[src/rtl/cfg_unlock_pkg.sv]
package cfg_unlock_pkg;

    typedef enum logic [2:0] {
        ST_IDLE   = 3'd0,
        ST_PFX_A  = 3'd1,
        ST_PFX_B  = 3'd2,
        ST_PFX_C  = 3'd3,
        ST_KEY    = 3'd4,
        ST_CONFIG = 3'd5
    } unlock_state_t;

    localparam logic [7:0] UNLOCK_B0 = 8'h86;
    localparam logic [7:0] UNLOCK_B1 = 8'h80;
    localparam logic [7:0] SEL_LO    = 8'h55;
    localparam logic [7:0] SEL_HI    = 8'hAA;

    // Step of the key series: shift right, feed back bit0 ^ bit1 into bit 7.
    function automatic logic [7:0] key_next(input logic [7:0] cur);
        return {cur[0] ^ cur[1], cur[7:1]};
    endfunction

endpackage

[src/rtl/key_lfsr.sv]
module key_lfsr #(
    parameter int          KEY_LEN  = 32,
    parameter logic [7:0]  KEY_SEED = 8'h6A,
    localparam int         CNT_W    = $clog2(KEY_LEN)
) (
    input  logic       clk,
    input  logic       rst_n,
    input  logic       restart,
    input  logic       advance,
    output logic [7:0] key_byte,
    output logic       key_last
);
    import cfg_unlock_pkg::*;

    logic [7:0]       cur_q;
    logic [CNT_W-1:0] idx_q;

    always_ff @(posedge clk or negedge rst_n) begin
        if (!rst_n) begin
            cur_q <= KEY_SEED;
            idx_q <= '0;
        end else if (restart) begin
            cur_q <= KEY_SEED;
            idx_q <= '0;
        end else if (advance) begin
            cur_q <= key_next(cur_q);
            idx_q <= idx_q + 1'b1;
        end
    end

    assign key_byte = cur_q;
    assign key_last = (idx_q == CNT_W'(KEY_LEN - 1));

endmodule

[src/rtl/base_select.sv]
module base_select #(
    parameter int                ADDR_W = 16,
    parameter logic [ADDR_W-1:0] BASE_0 = 16'h03F0,
    parameter logic [ADDR_W-1:0] BASE_1 = 16'h03BD,
    parameter logic [ADDR_W-1:0] BASE_2 = 16'h0370
) (
    input  logic              sel_hi,     // third unlock byte was SEL_HI
    input  logic [7:0]        fourth,
    output logic              pair_ok,
    output logic [ADDR_W-1:0] pair_base
);
    import cfg_unlock_pkg::*;

    always_comb begin
        pair_ok   = 1'b0;
        pair_base = '0;
        if (!sel_hi && fourth == SEL_LO) begin
            pair_ok   = 1'b1;
            pair_base = BASE_0;
        end else if (!sel_hi && fourth == SEL_HI) begin
            pair_ok   = 1'b1;
            pair_base = BASE_1;
        end else if (sel_hi && fourth == SEL_LO) begin
            pair_ok   = 1'b1;
            pair_base = BASE_2;
        end
    end

endmodule

[src/rtl/cfg_unlock_seq.sv]
module cfg_unlock_seq #(
    parameter int                ADDR_W      = 16,
    parameter logic [ADDR_W-1:0] UNLOCK_PORT = 16'h0279,
    parameter logic [ADDR_W-1:0] BASE_0      = 16'h03F0,
    parameter logic [ADDR_W-1:0] BASE_1      = 16'h03BD,
    parameter logic [ADDR_W-1:0] BASE_2      = 16'h0370,
    parameter int                KEY_LEN     = 32,
    parameter logic [7:0]        KEY_SEED    = 8'h6A
) (
    input  logic              clk,
    input  logic              rst_n,
    input  logic [ADDR_W-1:0] io_addr,
    input  logic [7:0]        io_wdata,
    input  logic              io_wr,
    input  logic              exit_pulse,
    output logic              cfg_mode,
    output logic              base_valid,
    output logic [ADDR_W-1:0] cfg_base
);
    import cfg_unlock_pkg::*;

    unlock_state_t     state_q, state_d;
    logic              sel_hi_q, sel_hi_d;
    logic [ADDR_W-1:0] base_q, base_d;

    logic              unlock_hit, key_hit;
    logic [7:0]        key_byte;
    logic              key_last, key_restart, key_advance;
    logic              pair_ok;
    logic [ADDR_W-1:0] pair_base;
    unlock_state_t     miss_state;

    assign unlock_hit = io_wr && (io_addr == UNLOCK_PORT);
    assign key_hit    = io_wr && (io_addr == base_q);
    assign miss_state = (io_wdata == UNLOCK_B0) ? ST_PFX_A : ST_IDLE;

    key_lfsr #(
        .KEY_LEN  (KEY_LEN),
        .KEY_SEED (KEY_SEED)
    ) u_key (
        .clk      (clk),
        .rst_n    (rst_n),
        .restart  (key_restart),
        .advance  (key_advance),
        .key_byte (key_byte),
        .key_last (key_last)
    );

    base_select #(
        .ADDR_W (ADDR_W),
        .BASE_0 (BASE_0),
        .BASE_1 (BASE_1),
        .BASE_2 (BASE_2)
    ) u_sel (
        .sel_hi    (sel_hi_q),
        .fourth    (io_wdata),
        .pair_ok   (pair_ok),
        .pair_base (pair_base)
    );

    // Next state and side registers
    always_comb begin
        state_d     = state_q;
        sel_hi_d    = sel_hi_q;
        base_d      = base_q;
        key_advance = 1'b0;
        unique case (state_q)
            ST_IDLE: begin
                if (unlock_hit && io_wdata == UNLOCK_B0) state_d = ST_PFX_A;
            end
            ST_PFX_A: begin
                if (unlock_hit) state_d = (io_wdata == UNLOCK_B1) ? ST_PFX_B : miss_state;
            end
            ST_PFX_B: begin
                if (unlock_hit) begin
                    if (io_wdata == SEL_LO || io_wdata == SEL_HI) begin
                        state_d  = ST_PFX_C;
                        sel_hi_d = (io_wdata == SEL_HI);
                    end else begin
                        state_d = miss_state;
                    end
                end
            end
            ST_PFX_C: begin
                if (unlock_hit) begin
                    if (pair_ok) begin
                        state_d = ST_KEY;
                        base_d  = pair_base;
                    end else begin
                        state_d = miss_state;
                    end
                end
            end
            ST_KEY: begin
                if (key_hit) begin
                    if (io_wdata == key_byte) begin
                        key_advance = 1'b1;
                        if (key_last) state_d = ST_CONFIG;
                    end else begin
                        state_d = miss_state;
                        base_d  = '0;
                    end
                end
            end
            ST_CONFIG: begin
                if (exit_pulse) begin
                    state_d = ST_IDLE;
                    base_d  = '0;
                end
            end
            default: state_d = ST_IDLE;
        endcase
    end

    assign key_restart = (state_q != ST_KEY);

    // State register
    always_ff @(posedge clk or negedge rst_n) begin
        if (!rst_n) begin
            state_q  <= ST_IDLE;
            sel_hi_q <= 1'b0;
            base_q   <= '0;
        end else begin
            state_q  <= state_d;
            sel_hi_q <= sel_hi_d;
            base_q   <= base_d;
        end
    end

    // Outputs
    always_comb begin
        cfg_mode   = (state_q == ST_CONFIG);
        base_valid = (state_q == ST_KEY) || (state_q == ST_CONFIG);
        cfg_base   = base_valid ? base_q : '0;
    end

endmodule

[config.mk]
export PLATFORM = sky130hd
export DESIGN_NAME = cfg_unlock_seq
export DESIGN_NICKNAME = d
export VERILOG_FILES = /design/src/rtl/cfg_unlock_pkg.sv /design/src/rtl/key_lfsr.sv /design/src/rtl/base_select.sv /design/src/rtl/cfg_unlock_seq.sv
export SDC_FILE = /design/constraint.sdc
export NUM_CORES = 1
export LEC_CHECK = 0
export ABC_AREA = 1
export BUFFER_PORTS_ARGS = -buffer_cell sky130_fd_sc_hd__buf_2
export CORE_UTILIZATION = 52
export CTS_CLUSTER_DIAMETER = 100
export CTS_CLUSTER_SIZE = 25
export DETAILED_ROUTE_END_ITERATION = 12
export GPL_TIMING_DRIVEN = 0
export PLACE_DENSITY = 0.9
export SLEW_MARGIN = 20
export SYNTH_ARGS = -nofsm -noshare
export SYNTH_HDL_FRONTEND = slang
export SYNTH_SLANG_ARGS = --single-unit
[constraint.sdc]
create_clock -name clk -period 2.2 [get_ports clk]
set_input_delay 0.22 -clock clk [delete_from_list [all_inputs] [get_ports clk]]
set_output_delay 0.22 -clock clk [all_outputs]
set_load 0.005 [all_outputs]
Word level (Yosys, flattened, before mapping):

Cells that the tools add are included.

* bits in registers: 33
* bits in latches: 0
* RAM bits: 0
* bits in read-only memories: 0
* output and inout port bits: 18
* word-level logic and storage cells: 78
* memories: 0

* $add $sub $neg: 1
* multipliers: 0
* div/mod/pow operators: 0
* magnitude comparators: 0
* equality and inequality tests: 23
* shift operators: 0
* multiplexer cells: 33
* bitwise logic cells: 1
* reduce and logical (&&, ||, !) cells: 15

Operators by type and width (number)
* $mux W16: 8
* $pmux W16 S3: 1
* $mux W3: 9
* $eq A8 B8 Y1 const B: 3
* $pmux W3 S6: 1
* $eq A16 B10 Y1 const B: 1
* $eq A16 B16 Y1: 1
* $mux W8: 2
* $ne A2 B2 Y1 const B: 8
* $mux W10: 1
* $mux W5: 2
* $eq A8 B7 Y1 const B: 1
* $eq A8 B8 Y1: 1
* $mux W1: 7
* $reduce_and A7 Y1: 1
* $eq A3 B2 Y1 const B: 2
* $eq A3 B3 Y1 const B: 2
* $logic_and A1 B1 Y1: 6
* $ne A3 B3 Y1 const B: 2
* $reduce_and A6 Y1: 1
* $add A5 B1 Y5 const B: 1
* $eq A5 B5 Y1 const B: 1
* $mux W2: 2
* $eq A3 B1 Y1 const B: 1
* 7 further kinds: 8

Logic depth before layout (Yosys ltp):

* word-level depth: 8
* gate-level depth with buffers: 12
* mapped depth without buffers: 12

By module:

From an unflattened synthesis, not the netlist that was laid out.

* cell total of the unflattened synthesis: 467
* area total of the unflattened synthesis: 2947.8 um2

Modules (own cells, without submodules)
* cfg_unlock_seq: times used 1, cells an instance 365, area each 2142.1 um2
* key_lfsr: times used 1, cells an instance 62, area each 591.8 um2
* base_select: times used 1, cells an instance 40, area each 214.0 um2

Least setup slack after synthesis:

No wires, ideal clock.

* path type: flip-flop to flip-flop
* start: register u_key.cur_q[6] (netlist: u_key.key_byte[6])
* end: register u_key.cur_q[7] (netlist: u_key.key_byte[7])
* arrival time: 1.372 ns
* required time: 2.075 ns
* setup slack: 0.704 ns
* cell stages (with the launch flop): 13
* path buffers: 1
* cell sequence: dfstp_2 inv_1 nand2_1 nand2_1 inv_1 nand2_1 nor2_2 nand2_2 nor2_4 nor2_2 buf_6 nand2_1 o21ai_1

* cells in the longest elaborated chain, start to end: 5

Ends and longest elaborated chain
* start: declaration: RTL line key_lfsr.sv:15 `logic [7:0] cur_q;`
* start signal: assignment: RTL line key_lfsr.sv:26 `cur_q <= key_next(cur_q);`
* $eq A8 B8 Y1: RTL line cfg_unlock_seq.sv:96 `if (io_wdata == key_byte) begin`
* $mux W1: RTL line cfg_unlock_seq.sv:96
* $mux W1: RTL line cfg_unlock_seq.sv:95 `if (key_hit) begin`
* $mux W1: RTL line cfg_unlock_seq.sv:67 `unique case (state_q)`
* $reduce_bool A2 Y1 (no source line)

Every way passes these cells.
A chain may end at the register's enable or synchronous reset.

Final worst setup path:

* start: register state_q[0]
* end: output cfg_base[2]

* cells in the longest elaborated chain, start to end: 3
* elaborated cells between the ends (all ways): 4

Ends and longest elaborated chain
* start: declaration: RTL line cfg_unlock_seq.sv:22 `unlock_state_t state_q, state_d;`
* start signal: assignment: RTL line cfg_unlock_seq.sv:124 `state_q <= state_d;`
* $eq A3 B3 Y1: RTL line cfg_unlock_seq.sv:133 `base_valid = (state_q == ST_KEY) || (state_q == ST_CONFIG);`
* $logic_or A1 B1 Y1 (*): RTL line cfg_unlock_seq.sv:133
* $mux W16 (*): RTL line cfg_unlock_seq.sv:134 `cfg_base = base_valid ? base_q : '0;`
* end: declaration: RTL line cfg_unlock_seq.sv:18 `output logic [ADDR_W-1:0] cfg_base`

Every way passes the cells marked *; elsewhere a longest branch is shown, timed or not.

==> metrics.md <==
| Metric | Value |
|---|---|
| Final setup skew | `0.003267 ns` |
| GRT Max-Usage Layer | `met2` |
| Outcome | `completed` |
| M1 GR Usage | `27.06%` |
| Number of flops mapped to enable cells by yosys | `0` |
| Area grow syn2layout | `16.30%` |
| Combinational Power Share | `17.6%` |
| P per Cell Area | `321.7 nW/µm²` |
| Final #Nets | `400` |
| Initial antenna violation count | `0` |
| Clock power frac | `27.6%` |
| Setup TNS | `0 ns` |
| Max clock buf depth | `2` |
| Via count | `2055` |
| Vias in the first global route | `1868` |
| Avg WL per Cell | `10.13 µm` |
| DIE AREA | `3891 µm²` |
| Number of DRC markers in iteration 0 | `91` |
| Diode count | `0` |
| Initial core utilization | `55.49%` |
| Setup crit start kind | `flop` |
| Pin count of the biggest net entering global routing | `22` |
| I/O Buffers | `38` |
| Switching Share | `28.44%` |
| FP Rows | `21` |
| Critical Path Sink Type | `primary output` |
| Final core utilization | `64.54%` |
| Met3 Usage GRT | `2.190%` |
| Syn_area_per_cell | `5.924 µm²` |
| Post-synthesis instance total | `320` |
| GRT overflow | `0` |
| GP Congestion | `0.9701` |
| Tcrit/Tclk final | `88.15%` |
| DR DRC count | `0` |
| CTS Buf Count | `3` |
| Setup CP Type | `reg2out` |
| Register area share after synthesis | `27.99%` |
| TritonCTS clock tree | `built` |
| Synth async-reset ratio | `100.0%` |
| # setup viols final | `0` |
| 1st-pass router iterations | `4` |
| Met2 Usage GRT | `42.45%` |
| I/O pin cnt | `46` |
| Clock transition at path regs | `0.12 ns` |
| H-tree Lvls | `1` |
| Final HPWL DP | `3.347 mm` |
| Vias per cell | `4.952` |
| Synth Flop Type | `dfrtp_1` |
| Total GRT Usage | `23.23%` |
| Routed Antenna Nets | `0` |
| First-pass GRT wire length | `7.355 mm` |
| Switch Pwr | `0.2017 mW` |
| Req. time, crit path | `1.98 ns` |
| Seq cells post-synth | `21` |
| Max VDD drop | `0.3495 mV` |
| Skew-Pair Late Insertion Delay | `0.32 ns` |
| Unrepaired setup endpoints after global routing | `false` |
| Reg power frac | `54.8%` |
| Drt total wl | `4.203 mm` |
| Pleak | `1.307 nW` |
| Maximum clock rate | `515.7 MHz` |
| CP arrival | `1.72 ns` |
| Syn. warnings | `0` |
| Die Ht | `62.38 µm` |
| Slew Viols, Final | `0` |
| Post-layout min period | `1.939 ns` |
| Clock root buffer | `clkbuf_4` |
| Pint | `0.5075 mW` |
| Hold Path Class | `in2reg` |
| Core footprint | `3416 µm²` |
| Die width | `62.38 µm` |
| Final hold viol count | `0` |
| Number of distinct library cells after synthesis | `30` |
| Synthesized area | `1896 µm²` |
| CP Max Fanout | `6` |
| Clk sink count | `21` |
| Share of post-route cells with drive strength above 1 | `24.93%` |
| Max_cap viols | `0` |
==> power by group through the flow <==
stage | sequential, mW | combinational [mW] | clock [mW]
floorplan | 0.396 | 0.0656 | 0
global placement | 0.396 | 0.118 | 0
detailed placement | 0.396 | 0.121 | 0
CTS | 0.389 | 0.123 | 0.203
global route | 0.389 | 0.140 | 0.218
finish | 0.389 | 0.125 | 0.196
==> cell usage after synthesis, types with 2 or more instances <==
master | n | area (µm²)
a21oi_1 | 7 | 35.03
a21oi_2 | 4 | 35.03
buf_4 | 12 | 90.09
dfrtp_1 | 17 | 425.4
dfstp_2 | 4 | 105.1
ha_1 | 2 | 25.02
inv_1 | 42 | 157.7
inv_2 | 9 | 33.78
nand2_1 | 111 | 416.7
nand2_2 | 7 | 43.79
nand3_1 | 17 | 85.08
nand3b_1 | 2 | 15.01
nand4_1 | 4 | 25.02
nor2_1 | 46 | 172.7
nor2_2 | 6 | 37.54
nor3_1 | 6 | 30.03
o21ai_0 | 6 | 30.03
o21ai_1 | 5 | 25.02
o21ai_2 | 2 | 17.52
==> flip-flops by register name, summed over array words and instances, names as in the netlist <==
name            flops
u_key.key_byte      8
state_q             3
u_key.idx_q         5
base_q              4
sel_hi_q            1
==> logic make-up after synthesis <==
| kind of cell | count (synthesis) | synth area share [%] |
|---|---|---|
| AND/OR/NAND/NOR | 205 | 46.40 |
| other | 1 | 0.1978 |
| flip-flops | 21 | 27.99 |
| AO/OA/AOI/OAI | 25 | 7.921 |
| buffers and inverters | 65 | 15.71 |
| adder cells (fa/ha/maj) | 2 | 1.320 |
| XOR/XNOR | 1 | 0.4621 |
==> cell usage in the layout, fill, tap and decap left out, types with 4 or more instances in the layout <==
master	count
a21oi_2	4
conb_1	7
inv_1	42
o21ai_0	6
nand3_1	17
nand2_2	7
buf_2	38
dfstp_2	4
buf_4	12
nor2_2	7
inv_2	9
nand2_1	111
nor2_1	45
dfrtp_1	17
a21oi_1	7
nor3_1	6
nand4_1	4
o21ai_1	5
==> path summary, 6_finish.rpt <==
check	startpoint	slack, ns	cells past startpoint	end
max	state_q[0]	0.26	7	cfg_base[2]
min	exit_pulse	0.26	6	state_q[0]
max reg2reg	u_key.key_byte[6]	0.50	12	u_key.key_byte[7]
min reg2reg	u_key.key_byte[6]	0.51	2	u_key.key_byte[6]
max in group asynchronous	rst_n	1.47	2	u_key.key_byte[1]
min in group asynchronous	rst_n	0.38	2	u_key.key_byte[7]
==> per-stage QoR <==
stage          hold slack (ns)  setup slack (ns)  total power, mW  std cells  cell area (µm²)
6_report                0.2587            0.2607           0.7091        415             2205
3_5_place_dp            0.2039            0.5406           0.5171        410             2166
5_1_grt                 0.2949           0.07156           0.7471        415             2205
4_1_cts                 0.2569            0.1707           0.7154        415             2202
2_1_floorplan         -0.07559            0.7036           0.4612        326             1918
3_3_place_gp            0.1998            0.5682           0.5141        410             2166
==> what timing repair did <==
item / in CTS / in global routing
hold buffers: 1 / 0
gates resized for setup: 0 / 1
setup buffers: 0 / 0
endpoints found under the setup margin: 0 / 3
hold endpoints to repair: 17 / 0
==> critical path, cell delays in order, from the launching register on <==
cell,delay (ns)
dfrtp_1,0.45
nor2_1,0.16
nand2_2,0.11
nand2_2,0.13
inv_1,0.14
nor2_1,0.18
buf_4,0.13
buf_2,0.10
==> cell type report <==
class,instances,area [µm²]
Fill cell,345,1211
Multi-Input combinational cell,240,1092
Timing Repair Buffer,39,200.2
Buffer,14,106.4
Clock buffer,4,26.28
Sequential cell,21,530.5
Tap cell,46,57.56
Inverter,51,191.4
==> routing by layer <==
layer	wire length (µm)	vias up
li1	-	1064
met1	1925	926
met2	1990	58
met3	197	7
met4	89	0
met5	0	-
(Power assumes the default switching activity.)
